$ cat src/rtl/vt_pkg.sv
package vt_pkg;

    typedef enum logic [2:0] {
        ST_IDLE,
        ST_BLANK,
        ST_SEEK,
        ST_ARMED,
        ST_SKIP,
        ST_WINDOW,
        ST_DELAY,
        ST_FIRE
    } vt_state_e;

    function automatic int vt_max(input int a, input int b);
        return (a > b) ? a : b;
    endfunction

endpackage

$ cat src/rtl/vt_sync.sv
module vt_sync #(
    parameter int W = 1
) (
    input  logic         clk,
    input  logic         rst_n,
    input  logic [W-1:0] din,
    output logic [W-1:0] dout
);

    genvar i;
    generate
        for (i = 0; i < W; i++) begin : g_bit
            logic [1:0] chain;
            always_ff @(posedge clk or negedge rst_n) begin
                if (!rst_n) chain <= 2'b00;
                else        chain <= {chain[0], din[i]};
            end
            assign dout[i] = chain[1];
        end
    endgenerate

endmodule

$ cat src/rtl/vt_extcap.sv
module vt_extcap #(
    parameter int EXT_W   = 12,
    parameter int EXT_MAX = 4000,
    parameter int CW      = 13
) (
    input  logic [EXT_W-1:0] ext_in,
    output logic [CW-1:0]    ext_out
);

    logic [31:0] ext_wide;

    always_comb begin
        ext_wide = 32'(ext_in);
        if (ext_wide > 32'(EXT_MAX)) ext_out = CW'(EXT_MAX);
        else                         ext_out = CW'(ext_wide);
    end

    always_comb begin
        AST_EXT_CAP: assert (32'(ext_out) <= 32'(EXT_MAX));
    end

endmodule

$ cat src/rtl/vt_fsm.sv
module vt_fsm
    import vt_pkg::*;
#(
    parameter int BLANK_CYC   = 88,
    parameter int STARTER_CYC = 5000,
    parameter int WAIT_CYC    = 325,
    parameter int DELAY_CYC   = 8,
    parameter int CW          = 13
) (
    input  logic          clk,
    input  logic          rst_n,
    input  logic          gate_lvl,
    input  logic          arm_lvl,
    input  logic          trig_lvl,
    input  logic          cs_high,
    input  logic [CW-1:0] ext_cyc,
    output logic          ton_req
);

    localparam logic [CW-1:0] ONE       = CW'(1);
    localparam logic [CW-1:0] BLANK_END = CW'(BLANK_CYC - 1);
    localparam logic [CW-1:0] START_END = CW'(STARTER_CYC - 1);
    localparam logic [CW-1:0] WAIT_END  = CW'(WAIT_CYC - 1);
    localparam logic [CW-1:0] DELAY_END = CW'(DELAY_CYC - 1);

    vt_state_e     state, nxt;
    logic [CW-1:0] cnt;
    logic [CW-1:0] ext_lat;
    logic          gate_prev, trig_prev;
    logic          go, trig_fall;

    assign go        = gate_lvl & ~gate_prev;
    assign trig_fall = ~trig_lvl & trig_prev;

    // next-state logic
    always_comb begin
        nxt = state;
        if (go) begin
            nxt = ST_BLANK;
        end else begin
            unique case (state)
                ST_IDLE:   nxt = ST_IDLE;
                ST_BLANK:  if (cnt == BLANK_END)
                               nxt = arm_lvl ? ST_ARMED : (cs_high ? ST_WINDOW : ST_SEEK);
                ST_SEEK:   if (arm_lvl)                nxt = ST_ARMED;
                           else if (cnt == START_END)  nxt = ST_FIRE;
                ST_ARMED:  if (trig_fall)
                               nxt = (ext_cyc == '0) ? ST_DELAY : ST_SKIP;
                ST_SKIP:   if (cnt == ext_lat - ONE)   nxt = ST_WINDOW;
                ST_WINDOW: if (trig_fall)              nxt = ST_DELAY;
                           else if (cnt == WAIT_END)   nxt = ST_FIRE;
                ST_DELAY:  if (cnt == DELAY_END)       nxt = ST_FIRE;
                ST_FIRE:   nxt = ST_IDLE;
            endcase
        end
    end

    // state register, shared interval counter, edge history
    always_ff @(posedge clk or negedge rst_n) begin
        if (!rst_n) begin
            state     <= ST_IDLE;
            cnt       <= '0;
            ext_lat   <= '0;
            gate_prev <= 1'b0;
            trig_prev <= 1'b0;
        end else begin
            state     <= nxt;
            gate_prev <= gate_lvl;
            trig_prev <= trig_lvl;
            if (go || nxt != state || nxt == ST_IDLE || nxt == ST_ARMED)
                cnt <= '0;
            else
                cnt <= cnt + ONE;
            if (state == ST_ARMED && nxt == ST_SKIP)
                ext_lat <= ext_cyc;
        end
    end

    // output process
    always_comb begin
        ton_req = (state == ST_FIRE);
    end

    AST_SINGLE_PULSE: assert property (@(posedge clk) disable iff (!rst_n)
        ton_req |=> !ton_req);

    AST_RESTART: assert property (@(posedge clk) disable iff (!rst_n)
        go |=> (state == ST_BLANK && cnt == '0));

    AST_BLANK_NO_FIRE: assert property (@(posedge clk) disable iff (!rst_n)
        (state == ST_BLANK && !go) |=>
            (state inside {ST_BLANK, ST_SEEK, ST_ARMED, ST_WINDOW}));

    AST_SKIP_IGNORES: assert property (@(posedge clk) disable iff (!rst_n)
        (state == ST_SKIP && !go && cnt != ext_lat - ONE) |=> (state == ST_SKIP));

    AST_STARTER_BOUND: assert property (@(posedge clk) disable iff (!rst_n)
        (state == ST_SEEK) |-> (cnt < CW'(STARTER_CYC)));

    AST_WINDOW_BOUND: assert property (@(posedge clk) disable iff (!rst_n)
        (state == ST_WINDOW) |-> (cnt < CW'(WAIT_CYC)));

    AST_FIRE_SOURCE: assert property (@(posedge clk) disable iff (!rst_n)
        $rose(ton_req) |-> ($past(state) inside {ST_SEEK, ST_WINDOW, ST_DELAY}));

    AST_DELAY_LEN: assert property (@(posedge clk) disable iff (!rst_n)
        (state == ST_DELAY && cnt == DELAY_END && !go) |=> ton_req);

endmodule

$ cat src/rtl/valley_turnon_ctrl.sv
module valley_turnon_ctrl
    import vt_pkg::*;
#(
    parameter int BLANK_CYC   = 88,
    parameter int STARTER_CYC = 5000,
    parameter int WAIT_CYC    = 325,
    parameter int DELAY_CYC   = 8,
    parameter int EXT_W       = 12,
    parameter int EXT_MAX     = 4000
) (
    input  logic             clk,
    input  logic             rst_n,
    input  logic             gate_off,
    input  logic             zc_arm,
    input  logic             zc_above_trig,
    input  logic             cs_high,
    input  logic [EXT_W-1:0] extra_blank,
    output logic             ton_req
);

    localparam int MAXC = vt_max(vt_max(BLANK_CYC, STARTER_CYC),
                                 vt_max(vt_max(WAIT_CYC, DELAY_CYC), EXT_MAX));
    localparam int CW   = $clog2(MAXC + 1);

    logic [2:0]    sync_out;
    logic [CW-1:0] ext_cyc;

    vt_sync #(.W(3)) u_sync (
        .clk  (clk),
        .rst_n(rst_n),
        .din  ({gate_off, zc_arm, zc_above_trig}),
        .dout (sync_out)
    );

    vt_extcap #(.EXT_W(EXT_W), .EXT_MAX(EXT_MAX), .CW(CW)) u_cap (
        .ext_in (extra_blank),
        .ext_out(ext_cyc)
    );

    vt_fsm #(
        .BLANK_CYC  (BLANK_CYC),
        .STARTER_CYC(STARTER_CYC),
        .WAIT_CYC   (WAIT_CYC),
        .DELAY_CYC  (DELAY_CYC),
        .CW         (CW)
    ) u_fsm (
        .clk     (clk),
        .rst_n   (rst_n),
        .gate_lvl(sync_out[2]),
        .arm_lvl (sync_out[1]),
        .trig_lvl(sync_out[0]),
        .cs_high (cs_high),
        .ext_cyc (ext_cyc),
        .ton_req (ton_req)
    );

endmodule

$ cat config.mk
export PLATFORM = sky130hd
export DESIGN_NAME = valley_turnon_ctrl
export DESIGN_NICKNAME = d
export VERILOG_FILES = /design/src/rtl/vt_pkg.sv /design/src/rtl/vt_sync.sv /design/src/rtl/vt_extcap.sv /design/src/rtl/vt_fsm.sv /design/src/rtl/valley_turnon_ctrl.sv
export SDC_FILE = /design/constraint.sdc
export NUM_CORES = 1
export LEC_CHECK = 0
export ABC_AREA = 0
export CAP_MARGIN = 20
export CORE_MARGIN = 5
export CORE_UTILIZATION = 35
export CTS_CLUSTER_SIZE = 20
export DETAILED_ROUTE_END_ITERATION = 12
export PLACE_DENSITY = 0.63
export SYNTH_ARGS = -nofsm -noshare
export SYNTH_HDL_FRONTEND = slang
export SYNTH_HIERARCHICAL = 1
export SYNTH_SLANG_ARGS = --single-unit
$ cat constraint.sdc
create_clock -name clk -period 3 [get_ports clk]
set_input_delay 0.3 -clock clk [delete_from_list [all_inputs] [get_ports clk]]
set_output_delay 0.3 -clock clk [all_outputs]
set_load 0.01 [all_outputs]
Word-level counts from Yosys, hierarchy flattened. Index checks and enable logic that the tools add are counted.

Bits of input ports: 18. Bits in registers: 37. Word-level logic and storage cells: 53. Output and inout port bits: 1.

Add/subtract/negate cells: 2. Reductions and logical operators: 8. $lt $le $gt $ge: 1. Equal/unequal tests: 15. Bitwise logic cells: 4. Muxes and demuxes: 15.

Operator list (count): 2-to-1 mux 3 bit (11); one-hot mux 3 bit (7 select lines) (1); equality test 3 bit (second input constant) (5); adder 13 x 1 -> 13 bit (second input constant) (1); equality test 13 bit (1); equality test 13 bit (second input constant) (1); equality test 13 x 3 -> 1 bit (second input constant) (1); equality test 13 x 7 -> 1 bit (second input constant) (1); equality test 13 x 9 -> 1 bit (second input constant) (1); zero test 13 bit (1); 2-to-1 mux 13 bit (1); subtractor 13 x 1 -> 13 bit (second input constant) (1); > comparator 12 bit (second input constant) (1); 2-to-1 mux 12 bit (1); equality test 3 x 2 -> 1 bit (second input constant) (3); zero test 3 bit (2); equality test 3 x 1 -> 1 bit (second input constant) (1); logical OR 1 bit (3); != test 3 bit (1); AND 1 bit (2); 2-to-1 mux 2 bit (1); inverter 1 bit (2); OR reduction 2 bit (1); logical AND 1 bit (1).

Longest topological paths before layout. Gate-level depths: netlist of run 1.

Depth in word-level cells: 12. Mapped depth: 12. Gate-level depth less buffers: 9.

Modules after synthesis. Netlist of run 1, hierarchy kept.

By module, submodules not included: vt_fsm (area each 2253.4 sq um, cells an instance 236, instances 1, sequential area each 775.7 sq um); vt_sync (area each 172.7 sq um, cells an instance 9, instances 1, sequential area each 150.1 sq um); vt_extcap (area each 115.1 sq um, cells an instance 18, instances 1, sequential area each 0.0 sq um).

Worst setup path before layout of run 1. Ideal clock, no wire load.

Path kind: reg-to-reg. From: register u_fsm.ext_lat[0]. To: register u_fsm.cnt[10]. Arrival: 2.578 ns. Buffers on the path: 2. Period minus slack after synthesis: 2.707 ns. Cell stages (with the launch flop): 12. Required time: 2.871 ns. Path slack: 0.293 ns. Setup time: 0.129 ns. Cell sequence: dfrtp_1 inv_1 ha_1 or4b_4 buf_6 nor3_4 mux2_1 a31oi_1 o2111ai_2 a21oi_2 buf_6 nor4_2.

Cells in the longest elaborated chain, start to end: 10. Elaborated cells on any way between the ends: 12. Classes of those cells: add/sub: 1; eq/ne: 3; mux: 4; reduce/logical: 4.

RTL lines: start: declaration (RTL line vt_fsm.sv:28) `logic [CW-1:0] ext_lat;`; start signal: assignment (RTL line vt_fsm.sv:75) `ext_lat <= ext_cyc;`; subtractor 13 x 1 -> 13 bit * (RTL line vt_fsm.sv:49) `ST_SKIP: if (cnt == ext_lat - ONE) nxt = ST_WINDOW;`; equality test 13 bit * (RTL line vt_fsm.sv:49); 2-to-1 mux 3 bit * (RTL line vt_fsm.sv:49); one-hot mux 3 bit (7 select lines) * (RTL line vt_fsm.sv:41) `unique case (state)`; 2-to-1 mux 3 bit * (RTL line vt_fsm.sv:38) `if (go) begin`; != test 3 bit (RTL line vt_fsm.sv:70) `if (go || nxt != state || nxt == ST_IDLE || nxt == ST_ARMED)`; logical OR 1 bit (2 in series) (RTL line vt_fsm.sv:70); logical OR 1 bit * (RTL line vt_fsm.sv:70); 2-to-1 mux 13 bit * (RTL line vt_fsm.sv:70); end signal: assignment (RTL line vt_fsm.sv:73) `cnt <= cnt + ONE;`; end: declaration (RTL line vt_fsm.sv:27) `logic [CW-1:0] cnt;`.

Every way passes the cells marked *; elsewhere a longest branch is shown, timed or not. A chain may end at the register's enable or synchronous reset.

Final worst setup path of run 1.
From: register u_fsm.cnt[0]. To: register u_fsm.cnt[2].

Cells in the longest elaborated chain, start to end: 10. Elaborated cells on any way between the ends: 22. Classes of those cells: add/sub: 1; eq/ne: 7; mux: 10; reduce/logical: 4.

RTL lines: equality test 13 x 9 -> 1 bit / equality test 13 bit (equally long branches) (RTL line vt_fsm.sv:51, vt_fsm.sv:46); 2-to-1 mux 3 bit, on equally long branches (RTL line vt_fsm.sv:51, vt_fsm.sv:46); 2-to-1 mux 3 bit, on equally long branches (RTL line vt_fsm.sv:50, vt_fsm.sv:45); one-hot mux 3 bit (7 select lines) * (RTL line vt_fsm.sv:41); 2-to-1 mux 3 bit * (RTL line vt_fsm.sv:38); via u_fsm.nxt[2] (RTL line vt_fsm.sv:26) `vt_state_e state, nxt;`; != test 3 bit (RTL line vt_fsm.sv:70); logical OR 1 bit (2 in series) (RTL line vt_fsm.sv:70); logical OR 1 bit * (RTL line vt_fsm.sv:70); 2-to-1 mux 13 bit * (RTL line vt_fsm.sv:70).

Mark *: on every way through the listed nets, which the timed path passes. The rest lies on a longest branch.

==> results.py, run 1 <==
metrics = {
    "floorplan": {
        "die_w_um": 95.2,
        "dieHeight_um": 95.2,
        "core_area_um2": 7180,
        "start_util_pct": 35.4,
        "rows": 31,
        "io-pin-count": 19,
        "die_area_um2": 9060,
    },
    "pwr": {
        "ir_drop_v": 0.000388,
        "powerDensity_nw_per_um2": 713,
        "total_power_uw": 2160,
        "total_leakage_power_uw": 0.00124,
    },
    "synthesis": {
        "synth_commonest_cells": "dfrtp_1, nor2_1, nand2_1, xor2_1",
        "netlist_top_cells_area": "dfrtp_1, nor4_2, xor2_1",
        "syn_inst": 263,
        "synth_nets": 284,
        "synthFlopType": "dfrtp_1",
        "synth_top_area_cell": "dfrtp_1",
        "synth.top_cell.area_share_pct": 36.4,
        "synth.most_common_cell": "dfrtp_1",
        "synth_cell_types": 52,
        "async_flop_share_pct": 100,
        "ys_ff_latch": 37,
        "synth-edff-count": 0,
        "yosysSeqAreaShare_pct": 36.4,
        "synth_warnings": 6,
        "synth_area_per_cell_um2": 9.66,
        "netlist_area_um2": 2540,
    },
    "sta": {
        "holdWs_ns": 0.114,
        "slew_headroom_pct": 43.8,
        "worst_slew_pin_slew_ns": 0.843,
        "worst_slack_ns": 0.174,
        "setup_viol": 0,
        "min_period_ns": 2.83,
        "slew_violations": 0,
        "finalCritPeriodShare_pct": 94.2,
        "skew_ns": 0.0116,
        "hold_viol": 0,
        "max_freq_mhz": 354,
        "rsz0062_at_grt": "false",
    },
    "final_layout": {
        "fin_util_pct": 42.2,
        "drive_above_1_share_pct": 21.8,
        "syn_to_final_growth_pct": 19.2,
        "fin_nets": 309,
        "multi_input_area_um2": 1430,
        "instances_no_fill": 388,
        "antenna_cells": 0,
        "regArea_um2": 926,
        "fillers": 722,
    },
    "cts": {
        "cts_buffers": 5,
        "cts.path.max_buffers": 2,
        "cts-resized-gates": 0,
        "cts_tree": "built",
        "cts.sinks": 37,
        "cts_hold_buf": 0,
        "root_buffer": "clkbuf_8",
        "clock_latency_ns": 0.29,
        "clk_pin_slew_worst_paths_ns": 0.08,
        "cts_setup_buffers": 0,
        "htreeDepth": 2,
    },
    "detailed_routing": {
        "drtPass1Iterations": 4,
        "first_iter_violations": 108,
        "vias": 2002,
        "avgViaCountPerCell": 5.16,
        "wirelength_um": 5700,
        "ant_nets": 0,
        "post_drt_wl_per_cell_um": 14.7,
        "remaining_drc_errors": 0,
    },
    "grt": {
        "grt_antenna_before_repair": 0,
        "grt_start_max_net_pins": 38,
        "overflow": 0,
        "grt_pass1_wl_um": 9950,
        "first_global_vias": 2061,
        "grt_usage_pct": 14.1,
    },
    "setup_path": {
        "cp-start-kind": "flop",
        "path_max_fanout": 13,
        "cp.arrival_ns": 3.00,
        "worst_ep_required_time_ns": 3.18,
        "cp-end-kind": "flop",
        "critPathKind": "reg -> reg",
        "r2r_slack_ns": 0.17,
    },
    "worst_hold_path": {
        "hold_path.class": "in -> async",
    },
    "place": {
        "gp_congestion": 0.880,
        "hpwl_um": 4440,
        "portBuffers": 18,
        "pre_cts_slack_ns": -0.103,
        "placedCellCount": 380,
    },
    "run_status": {
        "status": "finished, final reports clean",
    },
    "job": {
        "maxCapViolCount": 0,
    },
}
area by class of cell:
cell class,instances,share of cell area [%]
multi-input cells,191,47.0
flip-flops and latches,37,30.6
repair buffers,43,13.2
well taps,99,4.09
clock buffers,7,2.85
inverters,10,1.24
clock inverters,1,0.991
critical path, stage by stage (launching register included):
cell	delay, ns
dfrtp_1	0.45
ha_1	0.28
or3b_2	0.52
nor4_4	0.32
a221oi_1	0.13
nor3_1	0.30
o31a_1	0.18
a21oi_2	0.05
buf_12	0.16
nor4_1	0.32
cells in the final DEF (no fill, tap or decap), types with 2 or more instances in the layout:
cell type	synthesis	layout
ha_1	3	3
nor3_1	9	9
or3b_2	2	2
nand4_1	5	5
or4b_4	2	2
nor4b_1	2	2
buf_4	6	22
dfrtp_1	37	37
nand2_1	15	15
a21o_1	2	2
nor4_2	11	11
nand3b_1	3	3
clkbuf_8	0	6
or3_1	4	4
or4_1	3	3
a21oi_1	3	3
a21boi_0	6	6
nor2_1	19	19
o31a_1	2	2
nor2b_1	3	3
o21ai_0	6	6
nand4b_1	2	2
and3_1	5	5
nand3_1	9	9
nand2b_1	4	4
buf_12	0	3
o21a_1	3	3
nor4_1	7	7
xor2_1	14	14
clkdlybuf4s50_1	0	17
inv_1	10	10
and4_1	2	2
a31oi_1	4	4
mux2_1	5	5
mux2_2	9	9
xnor2_1	11	11
state kept, by name, indices dropped and copies added, names as in the netlist:
name / cells
u_fsm/cnt: 13
u_fsm/ext_lat: 13
u_fsm/gate_prev: 1
u_fsm/state: 3
u_fsm/trig_prev: 1
u_sync/g_bit.chain: 6
power breakdown:
group | internal (uW) | leakage, uW | total, uW | switching, uW
Combinational | 491 | 0.000720 | 1050 | 560
Sequential | 570 | 0.000458 | 660 | 90.2
Clock | 271 | 0.0000585 | 448 | 176
Total | 1330 | 0.00124 | 2160 | 826
final timing paths:
| kind | end | startpoint | depth (start not counted) |
|---|---|---|---|
| min in group clk | u_sync/g_bit[1].chain[1] | u_sync/g_bit[1].chain[0] | 0 |
| hold / removal | u_fsm/gate_prev | rst_n | 1 |
| max in group asynchronous | u_fsm/ext_lat[4] | rst_n | 1 |
| setup reg to reg | u_fsm/cnt[2] | u_fsm/cnt[0] | 9 |
| setup / recovery | u_fsm/cnt[2] | u_fsm/cnt[0] | 9 |
| hold reg to reg | u_sync/g_bit[1].chain[1] | u_sync/g_bit[1].chain[0] | 0 |
cell families after synthesis:
kind of cell             after synthesis  synth area share [%]
buffers and inverters                 35                  7.48
flip-flops                            37                  36.4
multiplexers                          14                  6.20
AND/OR/NAND/NOR                      112                  29.1
XOR/XNOR                              25                  8.62
other                                  1                 0.148
adder cells (fa/ha/maj)                3                  1.48
AO/OA/AOI/OAI                         36                  10.5
per-stage QoR:
stage          area, um^2  setup TNS [ns]
5_1_grt              3030               0
4_1_cts              3030               0
6_report             3030               0
2_1_floorplan        2540               0
3_3_place_gp         2910          -0.159
3_5_place_dp         2910           -1.28
layer usage:
| layer | wire length (um) | GRT usage (%) | vias up |
|---|---|---|---|
| met5 | 0 | 0 | - |
| li1 | - | - | 989 |
| met3 | 295 | 2.84 | 8 |
| met2 | 2680 | 22.2 | 55 |
| met1 | 2660 | 19.5 | 950 |
| met4 | 72 | 4.09 | 0 |
Power figures use the tool's default switching activity.
==> inputs of run 2 (changes only) <==
- CTS_BUF_LIST: default -> sky130_fd_sc_hd__clkbuf_4 sky130_fd_sc_hd__clkbuf_8 sky130_fd_sc_hd__clkbuf_16
==> run 2 against run 1 <==
  * Clock power rose by 2%
  * Critical path depth is the same
  * Worst hold slack worse by 0.0032 ns
  * Die area did not move
  * Final area is 0.12% higher
  * Register-to-register slack hardly changed
  * Sequential power hardly changed
  * Global-route usage is essentially flat
  * Sequential cell count stayed put
  * Routed wire length increased by 0.47%
  * Count of clock-buffer cells in the layout unchanged
  * Critical endpoint unchanged
==> results.py, run 2 (synthesis gave the netlist of run 1 again) <==
metrics = {
    "setup_path": {
        "cp-end-kind": "flop",
        "critPathKind": "reg -> reg",
        "r2r_cells": 9,
        "cp-start-kind": "flop",
        "r2r_slack_ns": 0.18,
        "cp.arrival_ns": 3.00,
        "max_stage_delay_ns": 0.52,
        "critPathBufInv": 1,
        "path_max_fanout": 13,
        "path_depth": 9,
        "cp_top_family": "simple AND/OR/NAND/NOR gates",
        "worst_ep_required_time_ns": 3.18,
        "crit_chain": "ha_1 -> or3b_2 -> nor4_4 -> a221oi_1 -> nor3_1 -> o31a_1 -> a21oi_2 -> buf_12 -> nor4_1",
        "slowest_stage": "or3b_2",
    },
    "final_layout": {
        "antenna_cells": 0,
        "layout_commonest_cell": "dfrtp_1",
        "drive_above_1_share_pct": 22.1,
        "reg.largest.list": "u_fsm/cnt x13, u_fsm/ext_lat x13, u_sync/g_bit.chain x6",
        "final_area_um2": 3030,
        "syn_to_final_growth_pct": 19.4,
        "fin_nets": 309,
        "layout_common_cells": "dfrtp_1, buf_4, nor2_1, clkdlybuf4s50_1, nand2_1",
    },
    "worst_hold_path": {
        "hold_path.class": "in -> async",
    },
    "detailed_routing": {
        "first_iter_violations": 101,
        "ant_nets": 0,
        "avgViaCountPerCell": 5.14,
        "post_drt_wl_per_cell_um": 14.8,
        "drtPass1Iterations": 4,
        "vias": 1993,
        "wl_met1_um": 2690,
        "top_layer": "met4",
        "wirelength_um": 5730,
        "dr_wl_met2_um": 2660,
        "route.met3.wl_um": 312,
        "remaining_drc_errors": 0,
    },
    "place": {
        "postPlaceCellArea_um2": 2910,
        "hpwl_um": 4440,
        "gp_congestion": 0.880,
        "portBuffers": 18,
    },
    "grt": {
        "grt_usage_pct": 14.1,
        "first_global_vias": 2061,
        "grt_antenna_before_repair": 0,
        "grt_start_max_net_pins": 38,
        "overflow": 0,
        "grt_pass1_wl_um": 9940,
    },
    "floorplan": {
        "dieHeight_um": 95.2,
        "io-pin-count": 19,
        "core_area_um2": 7180,
        "die_w_um": 95.2,
        "rows": 31,
        "die_area_um2": 9060,
        "start_util_pct": 35.4,
    },
    "cts": {
        "htreeDepth": 2,
        "cts_setup_buffers": 0,
        "cts_hold_buf": 0,
        "cts_tree": "built",
        "cts_buffers": 5,
        "cts.path.max_buffers": 2,
        "clk_pin_slew_worst_paths_ns": 0.08,
        "cts-resized-gates": 0,
        "root_buffer": "clkbuf_8",
        "clock_latency_ns": 0.29,
        "cts.sinks": 37,
    },
    "sta": {
        "skew_ns": 0.0118,
        "finalCritPeriodShare_pct": 94.1,
        "holdWs_ns": 0.111,
        "worst_slew_pin_slew_ns": 0.842,
        "slew_violations": 0,
        "min_period_ns": 2.82,
        "hold_viol": 0,
        "rsz0062_at_grt": "false",
        "slew_headroom_pct": 43.9,
        "setup_viol": 0,
        "max_freq_mhz": 354,
    },
    "pwr": {
        "total_leakage_power_uw": 0.00124,
        "powerDensity_nw_per_um2": 717,
        "ir_drop_v": 0.000391,
    },
    "job": {
        "maxCapViolCount": 0,
    },
    "run_status": {
        "status": "finished, final reports clean",
    },
}
## run 2: final timing paths
kind                                             to                startpoint
max                                    u_fsm/cnt[2]              u_fsm/cnt[0]
min                                 u_fsm/gate_prev                     rst_n
max reg2reg                            u_fsm/cnt[2]              u_fsm/cnt[0]
min reg2reg                u_sync/g_bit[1].chain[1]  u_sync/g_bit[1].chain[0]
max in group asynchronous          u_fsm/ext_lat[4]                     rst_n
min in group clk           u_sync/g_bit[1].chain[1]  u_sync/g_bit[1].chain[0]
## run 2: area by class of cell
| type | count | area [um^2] |
|---|---|---|
| fillers | 723 | 4140 |
| multi-input cells | 191 | 1430 |
| flip-flops and latches | 37 | 926 |
| repair buffers | 43 | 400 |
| well taps | 99 | 124 |
| clock buffers | 7 | 90.1 |
| inverters | 10 | 37.5 |
| clock inverters | 1 | 30.0 |
## run 2: power by group
| part | internal [uW] | switching, uW |
|---|---|---|
| Clock | 280 | 177 |
| Sequential | 570 | 90.9 |
| Combinational | 491 | 564 |
| Total | 1340 | 832 |
## run 2: metrics by stage
| step | std cells | total power, uW | TNS [ns] | utilization [%] | worst slack, ns |
|---|---|---|---|---|---|
| final | 388 | 2170 | 0 | 42.3 | 0.176 |
| after global routing | 388 | 2310 | 0 | 42.3 | 0.000757 |
| after CTS | 388 | 2180 | 0 | 42.3 | 0.182 |
| after detailed placement | 380 | 1720 | -1.28 | 40.6 | -0.103 |
| after global placement | 380 | 1710 | -0.159 | 40.6 | -0.0362 |
| after floorplan | 263 | 1350 | 0 | - | 0.293 |
## run 2: layer usage
layer	global-route usage [%]	up-vias
met5	0	-
met4	4.09	0
met3	2.84	8
met2	22.2	57
met1	19.4	939
li1	-	989
## run 2: worst reg2reg max path: cells and delay by family, from the launching register on
kind                     cells  cell delay (ns)
AO/OA/AOI/OAI                3             0.36
adder cells (fa/ha/maj)      1             0.28
buffers and inverters        1             0.16
flip-flops                   1             0.45
AND/OR/NAND/NOR              4             1.47
==> inputs of run 3 (changes only) <==
- PLACE_DENSITY: 0.63 -> 0.49
==> run 3 against run 2 <==
  * Critical endpoint is now u_fsm/ext_lat[12]
  * Critical path type is now in -> reg
  * Highest routed layer unchanged
  * Routed wire length grew 5.2%
  * First-iteration DRC count shrank 18%
  * Fmax shrank 0.10%
  * Final area grew 0.29%
  * Register-to-register slack gained 0.06 ns
  * Sequential cell count is the same
==> results.py, run 3 (synthesis gave the netlist of run 1 again) <==
metrics = {
    "cts": {
        "cts.path.max_buffers": 2,
        "htreeDepth": 2,
        "cts.sinks": 37,
        "cts_hold_buf": 0,
        "clock_latency_ns": 0.29,
        "cts_tree": "built",
        "root_buffer": "clkbuf_8",
        "cts_buffers": 5,
        "clk_pin_slew_worst_paths_ns": 0.08,
        "cts-resized-gates": 0,
        "cts_setup_buffers": 0,
    },
    "place": {
        "gp_congestion": 0.761,
        "placedCellCount": 384,
        "portBuffers": 18,
        "hpwl_um": 4600,
        "pre_cts_slack_ns": -0.141,
    },
    "final_layout": {
        "layout_common_cells": "dfrtp_1, buf_4, nor2_1, clkdlybuf4s50_1, nand2_1",
        "antenna_cells": 0,
        "drive_above_1_share_pct": 23.2,
        "reg.largest.list": "u_fsm/cnt x13, u_fsm/ext_lat x13, u_sync/g_bit.chain x6",
        "fin_nets": 313,
        "fillers": 725,
        "syn_to_final_growth_pct": 19.7,
        "instances_no_fill": 392,
        "layout_commonest_cell": "dfrtp_1",
    },
    "worst_hold_path": {
        "hold_path.class": "in -> async",
    },
    "setup_path": {
        "critPathBufInv": 2,
        "cp-end-kind": "flop",
        "slowest_stage": "or4_1",
        "cp_top_family": "simple AND/OR/NAND/NOR gates",
        "cp-start-kind": "primary input",
        "crit_chain": "clkdlybuf4s50_1 -> and3_1 -> a41o_1 -> nor4_1 -> nand4_1 -> and4_1 -> a21boi_2 -> nor2_1 -> or4_1 -> buf_12 -> mux2_1",
        "r2r_cells": 10,
        "worst_ep_required_time_ns": 3.17,
        "startpoint": "extra_blank[10]",
        "critPathKind": "in -> reg",
        "reg2reg_to": "u_fsm/cnt[12]",
        "cp.arrival_ns": 3.00,
        "path_depth": 11,
        "r2r_slack_ns": 0.24,
        "cp-endpoint": "u_fsm/ext_lat[12]",
        "r2r-start": "u_fsm/ext_lat[0]",
        "max_stage_delay_ns": 0.53,
        "path_max_fanout": 13,
    },
    "floorplan": {
        "core_area_um2": 7180,
        "die_w_um": 95.2,
        "die_area_um2": 9060,
        "io-pin-count": 19,
        "rows": 31,
        "start_util_pct": 35.4,
        "dieHeight_um": 95.2,
    },
    "detailed_routing": {
        "drtPass1Iterations": 4,
        "post_drt_wl_per_cell_um": 15.4,
        "remaining_drc_errors": 0,
        "avgViaCountPerCell": 5.21,
        "ant_nets": 0,
        "first_iter_violations": 83,
        "wirelength_um": 6030,
        "vias": 2044,
    },
    "sta": {
        "slew_violations": 0,
        "finalCritPeriodShare_pct": 94.2,
        "hold_viol": 0,
        "worst_slack_ns": 0.173,
        "slew_headroom_pct": 43.4,
        "min_period_ns": 2.83,
        "setup-tns-final_ns": 0,
        "rsz0062_at_grt": "false",
        "worst_slew_pin_slew_ns": 0.849,
        "max_freq_mhz": 354,
        "setup_viol": 0,
        "holdWs_ns": 0.113,
        "skew_ns": 0.00655,
    },
    "grt": {
        "use_met1_pct": 21.0,
        "first_global_vias": 2018,
        "grt_busiest_layer": "met2",
        "grt_usage_pct": 15.1,
        "grt_antenna_before_repair": 0,
        "overflow": 0,
        "met2_usage_pct": 24.0,
        "use_met3_pct": 2.60,
        "grt_pass1_wl_um": 10500,
        "grt_start_max_net_pins": 38,
    },
    "job": {
        "maxCapViolCount": 0,
    },
    "pwr": {
        "ir_drop_v": 0.000364,
        "total_power_uw": 2100,
        "total_leakage_power_uw": 0.00125,
        "powerDensity_nw_per_um2": 689,
    },
    "run_status": {
        "status": "finished, final reports clean",
    },
}
[run 3: per-stage QoR]
step	cell area (um^2)	util [%]
2_1_floorplan	2540	-
3_3_place_gp	2960	41.2
3_5_place_dp	2960	41.2
4_1_cts	3040	42.4
5_1_grt	3040	42.4
6_report	3040	42.4
[run 3: worst min path at each step]
stage | start | endpoint | slack, ns | cells past startpoint
3_3_place_gp | u_sync/g_bit[2].chain[0] | u_sync/g_bit[2].chain[1] | 0.33 | 0
2_1_floorplan | rst_n | u_fsm/cnt[0] | 0.004 | 0
3_5_place_dp | u_sync/g_bit[2].chain[0] | u_sync/g_bit[2].chain[1] | 0.34 | 0
5_1_grt | rst_n | u_fsm/cnt[4] | 0.21 | 1
4_1_cts | rst_n | u_fsm/cnt[4] | 0.15 | 1
6_report | rst_n | u_sync/g_bit[1].chain[1] | 0.11 | 1
[run 3: cell type report]
cell class	instances	area, um^2	share of cell area, %
multi-input combinational	191	1430	46.9
clock buffer	5	68.8	2.26
inverter	10	37.5	1.23
sequential	37	926	30.4
timing repair buffer	47	443	14.6
tap	99	124	4.07
clock inverter	3	17.5	0.576
[run 3: power breakdown]
group	internal (uW)	leakage, uW	total, uW	switching [uW]
clock network	161	0.0000439	351	190
logic	502	0.000749	1090	583
registers	570	0.000458	659	88.9
[run 3: layer usage]
| layer | share of wire [%] | vias up |
|---|---|---|
| li1 | - | 996 |
| met1 | 49 | 1009 |
| met2 | 47 | 35 |
| met3 | 2.9 | 4 |
| met4 | 1.0 | 0 |
| met5 | 0 | - |
